[src/rtl/status_pin_pkg.sv]
package status_pin_pkg;
    localparam int CODE_W  = 3;
    localparam int IO_BASE = 5;

    typedef enum logic [CODE_W-1:0] {
        SRC_OFF_0  = 3'd0,
        SRC_UNLOCK = 3'd1,
        SRC_COUNT  = 3'd2,
        SRC_OFF_3  = 3'd3,
        SRC_OFF_4  = 3'd4,
        SRC_IO_A   = 3'd5,
        SRC_IO_B   = 3'd6,
        SRC_OFF_7  = 3'd7
    } src_code_e;

    typedef struct packed {
        logic pull_low;
        logic sdo;
    } pin_state_t;
endpackage

[src/rtl/sp_edge_track.sv]
module sp_edge_track #(
    parameter int W = 3
) (
    input  logic         clk,
    input  logic         rst_n,
    input  logic [W-1:0] sig,
    output logic [W-1:0] rise
);
    logic [W-1:0] prev_d, prev_q;

    always_comb begin
        prev_d = sig;
        rise   = sig & ~prev_q;
    end

    always_ff @(posedge clk or negedge rst_n) begin
        if (!rst_n) prev_q <= '0;
        else        prev_q <= prev_d;
    end
endmodule

[src/rtl/sp_count_flag.sv]
module sp_count_flag (
    input  logic clk,
    input  logic rst_n,
    input  logic start_rise,
    input  logic ce_rise,
    input  logic done,
    output logic flag_d,
    output logic flag_q
);
    always_comb begin
        flag_d = flag_q;
        if (start_rise || ce_rise) flag_d = 1'b0;
        else if (done)             flag_d = 1'b1;
    end

    always_ff @(posedge clk or negedge rst_n) begin
        if (!rst_n) flag_q <= 1'b0;
        else        flag_q <= flag_d;
    end


    ce_clear_chk: assert property (@(posedge clk) disable iff (!rst_n)
        ce_rise |=> !flag_q);

    done_set_chk: assert property (@(posedge clk) disable iff (!rst_n)
        (done && !start_rise && !ce_rise) |=> flag_q);

    start_clear_chk: assert property (@(posedge clk) disable iff (!rst_n)
        start_rise |=> !flag_q);
endmodule

[src/rtl/sp_src_mux.sv]
module sp_src_mux
    import status_pin_pkg::*;
#(
    parameter int NUM_IO = 2
) (
    input  logic [CODE_W-1:0] code,
    input  logic              unlock,
    input  logic              flag_next,
    input  logic [NUM_IO-1:0] io_level,
    input  logic [NUM_IO-1:0] io_is_out,
    output logic              sel_pull
);
    logic [NUM_IO-1:0] io_pull;

    for (genvar k = 0; k < NUM_IO; k++) begin : g_io
        assign io_pull[k] = ~io_level[k] & ~io_is_out[k];
    end

    always_comb begin
        sel_pull = 1'b0;
        if (code == SRC_UNLOCK)     sel_pull = unlock;
        else if (code == SRC_COUNT) sel_pull = flag_next;
        for (int k = 0; k < NUM_IO; k++) begin
            if (code == CODE_W'(IO_BASE + k)) sel_pull = io_pull[k];
        end
    end
endmodule

[src/rtl/status_pin_sel.sv]
module status_pin_sel
    import status_pin_pkg::*;
#(
    parameter int NUM_IO = 2
) (
    input  logic              clk,
    input  logic              rst_n,
    input  logic [2:0]        sel_code,
    input  logic              chip_en,
    input  logic              ser_clk,
    input  logic              xfer_out_mode,
    input  logic              shift_bit,
    input  logic              unlock,
    input  logic              cnt_start,
    input  logic              cnt_done,
    input  logic [NUM_IO-1:0] io_level,
    input  logic [NUM_IO-1:0] io_is_out,
    output logic              pull_low
);
    localparam int EDGE_W = 3;

    logic [EDGE_W-1:0] rises;
    logic sclk_rise, ce_rise, start_rise;
    logic flag_next, flag_now, sel_pull;
    pin_state_t st_d, st_q;

    sp_edge_track #(.W(EDGE_W)) edge_i (
        .clk(clk), .rst_n(rst_n),
        .sig({cnt_start, chip_en, ser_clk}),
        .rise(rises)
    );
    assign sclk_rise  = rises[0];
    assign ce_rise    = rises[1];
    assign start_rise = rises[2];

    sp_count_flag flag_i (
        .clk(clk), .rst_n(rst_n),
        .start_rise(start_rise), .ce_rise(ce_rise), .done(cnt_done),
        .flag_d(flag_next), .flag_q(flag_now)
    );

    sp_src_mux #(.NUM_IO(NUM_IO)) mux_i (
        .code(sel_code), .unlock(unlock), .flag_next(flag_next),
        .io_level(io_level), .io_is_out(io_is_out), .sel_pull(sel_pull)
    );

    always_comb begin
        st_d = st_q;
        if (ce_rise)   st_d.sdo = 1'b1;
        if (sclk_rise) st_d.sdo = shift_bit;
        if (chip_en) st_d.pull_low = xfer_out_mode ? ~st_d.sdo : 1'b0;
        else         st_d.pull_low = sel_pull;
    end

    always_ff @(posedge clk or negedge rst_n) begin
        if (!rst_n) st_q <= '{pull_low: 1'b0, sdo: 1'b1};
        else        st_q <= st_d;
    end

    assign pull_low = st_q.pull_low;


    rx_release_chk: assert property (@(posedge clk) disable iff (!rst_n)
        (chip_en && !xfer_out_mode) |=> !pull_low);

    off_code_chk: assert property (@(posedge clk) disable iff (!rst_n)
        (!chip_en && (sel_code == SRC_OFF_0 || sel_code == SRC_OFF_3 ||
                      sel_code == SRC_OFF_4 || sel_code == SRC_OFF_7)) |=> !pull_low);

    unlock_follow_chk: assert property (@(posedge clk) disable iff (!rst_n)
        (!chip_en && sel_code == SRC_UNLOCK) |=> (pull_low == $past(unlock)));

    io_out_release_chk: assert property (@(posedge clk) disable iff (!rst_n)
        (!chip_en && sel_code == SRC_IO_A && io_is_out[0]) |=> !pull_low);

    tx_bit_chk: assert property (@(posedge clk) disable iff (!rst_n)
        (chip_en && xfer_out_mode && sclk_rise) |=> (pull_low == !$past(shift_bit)));

    count_show_chk: assert property (@(posedge clk) disable iff (!rst_n)
        (!chip_en && sel_code == SRC_COUNT) |=> (pull_low == flag_now));
endmodule

[config.mk]
export PLATFORM = sky130hd
export DESIGN_NAME = status_pin_sel
export DESIGN_NICKNAME = d
export VERILOG_FILES = /design/src/rtl/status_pin_pkg.sv /design/src/rtl/sp_edge_track.sv /design/src/rtl/sp_count_flag.sv /design/src/rtl/sp_src_mux.sv /design/src/rtl/status_pin_sel.sv
export SDC_FILE = /design/constraint.sdc
export NUM_CORES = 1
export LEC_CHECK = 0
export CORE_AREA = 2 2 39 41
export DETAILED_ROUTE_END_ITERATION = 16
export DIE_AREA = 0 0 41 43
export GPL_TIMING_DRIVEN = 1
export PLACE_DENSITY_LB_ADDON = 0.15
export SLEW_MARGIN = 20
export SYNTH_ARGS = -nofsm -noshare
export SYNTH_HDL_FRONTEND = slang
export SYNTH_SLANG_ARGS = --single-unit
[constraint.sdc]
create_clock -name clk -period 1.96 [get_ports clk]
set_input_delay 0.392 -clock clk [delete_from_list [all_inputs] [get_ports clk]]
set_output_delay 0.392 -clock clk [all_outputs]
set_load 0.02 [all_outputs]
==> summary.txt, run 1 <==
Clock Skew - 0.0147 ns
Worst slack, placed - 0.283 ns
Rows - 14
# DRC - 0
Vias/cell - 3.98
Syn Nets - 39
RSZ-0062 raised after global routing - false
Routed Wire Length - 601 um
Largest net degree at the start of global routing - 7
Crit-path max cell delay - 0.60 ns
Final core utilization - 0.332
Commonest non-fill, non-tap cell in the layout - clkdlybuf4s50_1
Cts hold-fix bufs - 0
WP data required - 1.57 ns
1st-iter DRT viols - 1
Setup bufs post-CTS - 0
Clock Power Share - 0.379
I/O Pins - 17
Final hold violation count - 0
Total grt overflow - 0
Clock transition at path regs - 0.05 ns
First-pass GRT wire length - 1080 um
P per Cell Area - 706 nW/um^2
Total Power - 0.324 mW
Synth top area share - 0.495
FF-to-FF End - pull_low
Synth Area in Adders - 0
Ant. Diodes - 0
Core area - 1380 sq um
Worst-Margin Slew - 0.265 ns
Fin crit share - 0.798
TritonRoute pass-1 iters - 2
Commonest non-fill, non-tap cells in the layout - clkdlybuf4s50_1, dfrtp_1, nor2_1, clkbuf_4
Share of cells above drive strength 1 - 0.140
Crit path max-delay cell type - clkdlybuf4s50_1
NetSw - 0.0710 mW
Vias in the first global route - 269
Htree depth - 1
Final WS setup - 0.396 ns
Worst path cell trace - clkdlybuf4s50_1
Initial Util - 0.183
IO buf count - 16
Synth cell types - 14
Die Span Y - 43 um
Post-synthesis area per instance - 11.0 sq um
Area contributors post-synth - dfrtp_1, dfstp_2, nor2b_1
Tot GR Track Use - 0.0980
RR Startpoint - edge_i.prev_q[1]
Startpoint Class - flop
Switching Share - 0.219
Combinational fraction of design power - 0.194
CP Capture Type - output pin
Total number of vias - 235
Bufs on Longest Clock Path - 2
Synth Cell Area - 253 sq um
CTS resizes - 0
Seq/Total Area, Yosys - 0.599
Clock root buffer - clkbuf_4
Synth Instances - 23
P_int - 0.253 mW
CTS sink cnt - 6
Bufs and invs on worst path - 1
Die width - 41 um
CTS buffer count - 3
Final min period - 1.56 ns
Worst vdd ir - 0.422 mV
Total Nets Final - 60
Setup CP Type - reg2out
Slew headroom - 0.823
Largest area contributor in the netlist - dfrtp_1
Fmax - 639 MHz
Static leakage - 0.184 nW
Setup TNS - 0 ns
Initial antenna violation count - 0
Crit-path max FO - 1
Total die area - 1760 sq um
Worst Path Arrival - 1.17 ns
Compound-Gate Fraction of Synth Area - 0.208
Reg2Reg Depth - 4
Largest family of logic cells by synthesized area - compound AO/OA/AOI/OAI gates
Outcome - completed
Yosys Warn Count - 0
Worst-Skew Late Latency - 0.25 ns
Worst min path class - in2async
Multiplexer share of the synthesized area - 0
Xor/xnor share of the synthesized area - 0.0347
Final-report setup violation count - 0
Antenna Violating Nets Remaining - 0
Max cap viols - 0
Drt wl/cell - 10.2 um
Layout area overhead - 81.7%
CTS tree - done
Final Max Slew Viols - 0
Number of synthesized register bits - 6
Seq pwr share - 0.427
Final hold slack - 0.378 ns
R2R Setup Slk - 0.90 ns
Gp weighted congestion - 0.677
CP top delay family - buffers and inverters
Synth Area in Simple Gates - 0.144
==> worst max-delay path by stage <==
stage                            start  depth (start not counted)  slack [ns]        to
after floorplan           io_is_out[1]                          4        0.87  pull_low
after global placement         chip_en                          5        0.28  pull_low
after detailed placement       chip_en                          5        0.28  pull_low
after CTS                     pull_low                          1        0.38  pull_low
after global routing          pull_low                          1        0.36  pull_low
final                         pull_low                          1        0.40  pull_low
==> power by group through the flow <==
stage / Combinational (mW) / Clock (mW) / Sequential (mW)
after floorplan: 0.0188 / 0 / 0.142
after global placement: 0.0625 / 0 / 0.140
after detailed placement: 0.0634 / 0 / 0.140
after CTS: 0.0642 / 0.132 / 0.139
after global routing: 0.0697 / 0.139 / 0.139
final: 0.0628 / 0.123 / 0.138
==> cell families (layout without fill, tap and decap cells) <==
family	Yosys count	in the layout
AOI/OAI and AO/OA	7	7
xor gates and xnor gates	1	1
buffers and inverters	1	21
DFF	6	6
and+or+nand+nor	8	8
==> metal layers <==
layer / up-vias / GRT usage / part of all wire
met5: - / 0 / 0
met4: 0 / 0.0400 / 0
met3: 0 / 0.0785 / 0.077
met2: 7 / 0.141 / 0.49
met1: 107 / 0.102 / 0.43
li1: 121 / - / -
==> registers in the layout, indices dropped and copies added (netlist names) <==
signal,cells
edge_i.prev_q,3
flag_i.flag_q,1
pull_low,1
st_q,1
==> synthesized netlist by cell type <==
cell type	instances
dfstp_2	1
inv_1	1
nor2_1	3
o31a_2	1
a21oi_1	2
o22ai_1	1
xnor2_1	1
nor2b_1	2
dfrtp_1	5
nor3_1	1
o22ai_2	1
a211o_1	1
nand2_1	2
o21ai_1	1
==> area by class of cell <==
type,count,area (sq um)
sequential,6,151
inverter,1,3.75
fill,154,925
multi-input combinational,16,97.6
clock buffer,4,26.3
tap,16,20.0
timing repair buffer,16,160
==> per-stage QoR <==
stage	cell area, sq um	instances
global route	459	59
CTS	459	59
finish	459	59
detailed placement	433	55
global placement	433	55
floorplan	253	23
Power figures use the tool's default switching activity.
==> run 2, diff against run 1 <==
==> constraint.sdc (replaced) <==
create_clock -name clk -period 1.6 [get_ports clk]
set_input_delay 0.32 -clock clk [delete_from_list [all_inputs] [get_ports clk]]
set_output_delay 0.32 -clock clk [all_outputs]
set_load 0.02 [all_outputs]
==> run 2 against run 1 <==
- highest routed layer unchanged
- setup slack got worse by 0.29 ns
- critical path depth did not move
- combinational power rose by 25%
- clock-buffer cell count did not move
- register-to-register slack got worse by 0.32 ns
- critical endpoint unchanged
- hold slack got worse by 0.056 ns
- core utilization rose by 0.54 points
==> summary.txt, run 2 (synthesized netlist as in run 1, its figures left out) <==
Outcome - completed
Worst-Margin Slew - 0.285 ns (+0.0200 ns)
TritonRoute pass-1 iters - 2 (unchanged)
Total die area - 1760 sq um (unchanged)
Routed Wire Length - 638 um (+6.2%)
Final Non-Filler Cells - 60 (+1.7%)
Setup bufs post-CTS - 0 (unchanged)
WP data required - 1.28 ns (-0.29 ns)
Bufs on Longest Clock Path - 2 (unchanged)
RR Startpoint - edge_i.prev_q[1]
1st-iter DRT viols - 1 (unchanged)
Ant. Diodes - 0 (unchanged)
Final min period - 1.50 ns
Max cap viols - 0 (unchanged)
Reg2Reg Depth - 4 (unchanged)
Fmax - 667 MHz
Clock Skew - 0.00237 ns (-0.0124 ns)
Largest net degree at the start of global routing - 7 (unchanged)
RSZ-0062 raised after global routing - false
Vias in the first global route - 300 (+12%)
I/O Pins - 17 (unchanged)
Commonest non-fill, non-tap cells in the layout - clkdlybuf4s50_1, dfrtp_1, nor2_1, clkbuf_4
Largest register FFs - 3 (unchanged)
Clock root buffer - clkbuf_4
Commonest non-fill, non-tap cell in the layout - clkdlybuf4s50_1
Final hold violation count - 0 (unchanged)
Cts hold-fix bufs - 0 (unchanged)
CP top delay family - buffers and inverters
Rows - 14 (unchanged)
Fill count - 152 (-1.3%)
CTS sink cnt - 6 (unchanged)
IO buf count - 16 (unchanged)
Total Power - 0.400 mW (+23%)
Largest register by flop count - edge_i.prev_q
Slew headroom - 0.809 (-0.0134)
CTS resizes - 0 (unchanged)
Worst slack, placed - 0.0445 ns (-0.238 ns)
CTS buffer count - 3 (unchanged)
Bufs and invs on worst path - 1 (unchanged)
Final Max Slew Viols - 0 (unchanged)
Die Span Y - 43 um (unchanged)
Crit-path max cell delay - 0.61 ns (about the same)
CP Capture Type - output pin
Core area - 1380 sq um (unchanged)
Total Nets Final - 61 (+1.7%)
Worst Path Arrival - 1.18 ns (about the same)
Total grt overflow - 0 (unchanged)
R2R Setup Slk - 0.58 ns (-0.32 ns)
Share of cells above drive strength 1 - 0.159 (+0.0196)
CTS tree - done
DP HPWL - 530 um
Setup TNS - 0 ns (unchanged)
Area of the multi-input gates - 97.6 sq um (unchanged)
Tot GR Track Use - 0.101 (+0.00303)
Worst-Skew Late Latency - 0.24 ns (about the same)
Drt wl/cell - 10.6 um (+4.4%)
Crit-path max FO - 1 (unchanged)
Total number of vias - 243 (+3.4%)
First-pass GRT wire length - 1130 um (+5.1%)
Fin crit share - 0.936
Worst min path class - in2async
Static leakage - 0.189 nW (+2.6%)
# DRC - 0 (unchanged)
Layout area overhead - 84.7%
Antenna Violating Nets Remaining - 0 (unchanged)
Clock transition at path regs - 0.05 ns (about the same)
Vias/cell - 4.05 (+1.7%)
Register area - 151 sq um (unchanged)
Initial Util - 0.183 (unchanged)
Worst vdd ir - 0.373 mV (-12%)
Worst path cell trace - clkdlybuf4s50_1
Gp weighted congestion - 0.733 (+8.3%)
Startpoint Class - flop
# placed instances - 56 (+1.8%)
Setup CP Type - reg2out
FF-to-FF End - pull_low
Final WS setup - 0.102 ns (-0.294 ns)
Crit path max-delay cell type - clkdlybuf4s50_1
Final-report setup violation count - 0 (unchanged)
Initial antenna violation count - 0 (unchanged)
P per Cell Area - 858 nW/um^2 (+21%)
Final core utilization - 0.337 (+0.00543)
Htree depth - 1 (unchanged)
Die width - 41 um (unchanged)
[run 2: cell type report]
type                       instances  area share
clock buffer                       4      0.0563
inverter                           1     0.00804
multi-input combinational         16       0.209
sequential                         6       0.324
tap                               16      0.0429
timing repair buffer              17       0.359
[run 2: layer usage]
metal	GRT usage	part of all wire	vias to the layer above
li1	-	-	122
met1	0.0951	0.38	114
met2	0.156	0.54	7
met3	0.0314	0.075	0
met4	0.100	0	0
met5	0	0	-
[run 2: metrics by stage]
| stage | hold WS (ns) | cell area [sq um] |
|---|---|---|
| 6_report | 0.321 | 467 |
| 5_1_grt | 0.322 | 467 |
| 4_1_cts | 0.322 | 467 |
| 3_5_place_dp | 0.517 | 440 |
| 3_3_place_gp | 0.511 | 440 |
| 2_1_floorplan | 0.0244 | 253 |
[run 2: worst max-delay path by stage]
stage                             from       end  slack, ns  depth (start not counted)
after global placement         chip_en  pull_low       0.05                          5
after detailed placement   sel_code[0]  pull_low       0.04                          5
after CTS                     pull_low  pull_low       0.09                          1
final                         pull_low  pull_low       0.10                          1
after floorplan           io_is_out[1]  pull_low       0.58                          4
after global routing          pull_low  pull_low       0.07                          1
[run 2: report_power, final]
part	internal [mW]	leakage [nW]	total, mW	switching [mW]
sequential	0.166	0.0708	0.170	0.00368
clock	0.0946	0.0150	0.152	0.0572
combinational	0.0511	0.103	0.0786	0.0275
total	0.312	0.189	0.400	0.0884
==> run 3, diff against run 2 <==
--- a/config.mk
+++ b/config.mk
@@ -5,9 +5,9 @@
 export SDC_FILE = /design/constraint.sdc
 export NUM_CORES = 1
 export LEC_CHECK = 0
-export CORE_AREA = 2 2 39 41
+export CORE_AREA = 5 5 42 44
 export DETAILED_ROUTE_END_ITERATION = 16
-export DIE_AREA = 0 0 41 43
+export DIE_AREA = 0 0 47 49
 export GPL_TIMING_DRIVEN = 1
 export PLACE_DENSITY_LB_ADDON = 0.15
 export SLEW_MARGIN = 20
==> run 3 against run 2 <==
- die area increased by 31%
- core utilization down 0.42 points
- combinational power barely moved
- via count increased by 3.3%
- largest power group unchanged
==> summary.txt, run 3 (synthesized netlist as in run 1, its figures left out) <==
CP top delay family - buffers and inverters
Crit-path max cell delay - 0.59 ns (-0.02 ns)
Worst vdd ir - 0.342 mV (-8.2%)
Largest net degree at the start of global routing - 7 (unchanged)
P per Cell Area - 844 nW/um^2 (-1.5%)
Outcome - completed
DP HPWL - 592 um (+12%)
Fmax - 682 MHz (+2.2%)
Slew headroom - 0.818 (+0.00908)
1st-iter DRT viols - 0 (-1)
Layout area overhead - 84.7% (unchanged)
Ant. Diodes - 0 (unchanged)
Final hold slack - 0.316 ns (-0.00549 ns)
CTS sink cnt - 6 (unchanged)
Reg2Reg Depth - 4 (unchanged)
Final hold violation count - 0 (unchanged)
Fill count - 164 (+7.9%)
IO buf count - 16 (unchanged)
Htree depth - 1 (unchanged)
Fin crit share - 0.916 (-0.0206)
TritonRoute pass-1 iters - 1 (-1)
CTS resizes - 0 (unchanged)
Drt wl/cell - 10.9 um (+2.0%)
Setup CP Type - reg2out
Final Max Slew Viols - 0 (unchanged)
Final-report setup violation count - 0 (unchanged)
Worst path cell trace - clkdlybuf4s50_1
Bufs on Longest Clock Path - 2 (unchanged)
Static leakage - 0.189 nW (unchanged)
Routed Wire Length - 651 um (+2.0%)
Bufs and invs on worst path - 1 (unchanged)
Vias in the first global route - 263 (-12%)
Clock transition at path regs - 0.05 ns (about the same)
Vias/cell - 4.18 (+3.3%)
Total Power - 0.394 mW (-1.5%)
Register area - 151 sq um (unchanged)
# DRC - 0 (unchanged)
Total grt overflow - 0 (unchanged)
Core area - 1400 sq um (+1.3%)
Crit path max-delay cell type - clkdlybuf4s50_1
Commonest non-fill, non-tap cell in the layout - clkdlybuf4s50_1
CTS buffer count - 3 (unchanged)
Final core utilization - 0.333 (-0.00422)
FF-to-FF End - pull_low
Setup bufs post-CTS - 0 (unchanged)
Worst-Skew Late Latency - 0.24 ns (about the same)
Die width - 47 um (+15%)
R2R Setup Slk - 0.54 ns (-0.04 ns)
RR Startpoint - edge_i.prev_q[1]
Tot GR Track Use - 0.0693 (-0.0318)
Commonest non-fill, non-tap cells in the layout - clkdlybuf4s50_1, dfrtp_1, nor2_1, clkbuf_4
Max cap viols - 0 (unchanged)
Final min period - 1.47 ns (-0.0329 ns)
Total number of vias - 251 (+3.3%)
Worst min path class - in2async
Total Nets Final - 61 (unchanged)
Crit-path max FO - 1 (unchanged)
Clock Skew - 0.00829 ns (+0.00592 ns)
CTS tree - done
Clock root buffer - clkbuf_4
Total die area - 2300 sq um (+31%)
Cts hold-fix bufs - 0 (unchanged)
Antenna Violating Nets Remaining - 0 (unchanged)
Die Span Y - 49 um (+14%)
Largest register FFs - 3 (unchanged)
WP data required - 1.28 ns (about the same)
I/O Pins - 17 (unchanged)
Initial Util - 0.180 (-0.00228)
Rows - 14 (unchanged)
Gp weighted congestion - 0.701 (-4.4%)
First-pass GRT wire length - 1080 um (-4.2%)
Area of the multi-input gates - 97.6 sq um (unchanged)
Worst-Margin Slew - 0.272 ns (-0.0136 ns)
CP Capture Type - output pin
Initial antenna violation count - 0 (unchanged)
RSZ-0062 raised after global routing - false
Share of cells above drive strength 1 - 0.159 (unchanged)
Startpoint Class - flop
Largest register by flop count - edge_i.prev_q
Worst Path Arrival - 1.15 ns (-0.03 ns)
Setup TNS - 0 ns (unchanged)
==> run 3: cell counts in the layout (fill, tap and decap cells not counted) <==
No cell type changed its count.
==> run 3: layout make-up <==
type / instances / area share
Timing Repair Buffer: 17 / 0.359
Sequential cell: 6 / 0.324
Multi-Input combinational cell: 16 / 0.209
Clock buffer: 4 / 0.0563
Tap cell: 16 / 0.0429
Inverter: 1 / 0.00804
==> run 3: worst max-delay path by stage <==
stage,from,to,slack [ns],cells after the start
6_report,pull_low,pull_low,0.13,1
5_1_grt,pull_low,pull_low,0.09,1
4_1_cts,pull_low,pull_low,0.11,1
3_5_place_dp,sel_code[0],pull_low,0.03,5
3_3_place_gp,chip_en,pull_low,0.06,5
2_1_floorplan,io_is_out[1],pull_low,0.58,4
==> run 3: where the power goes <==
part           total (mW)  switching, mW  internal (mW)
registers           0.169        0.00295          0.166
logic              0.0785         0.0274         0.0511
clock network       0.146         0.0521         0.0943
total               0.394         0.0825          0.312
==> run 3: metal layers <==
metal  GRT usage  vias to the layer above  part of all wire
met2      0.0995                       14              0.45
met3      0.0369                        2              0.12
met1      0.0711                      111              0.42
met4      0.0553                        0            0.0092
met5           0                        -                 0
li1            -                      124                 -
==> run 3: stage by stage <==
stage               area [sq um]  setup WS [ns]  std cells
floorplan                    253          0.577         23
global placement             440         0.0554         56
detailed placement           440         0.0326         56
CTS                          467          0.115         60
global route                 467         0.0900         60
finish                       467          0.135         60
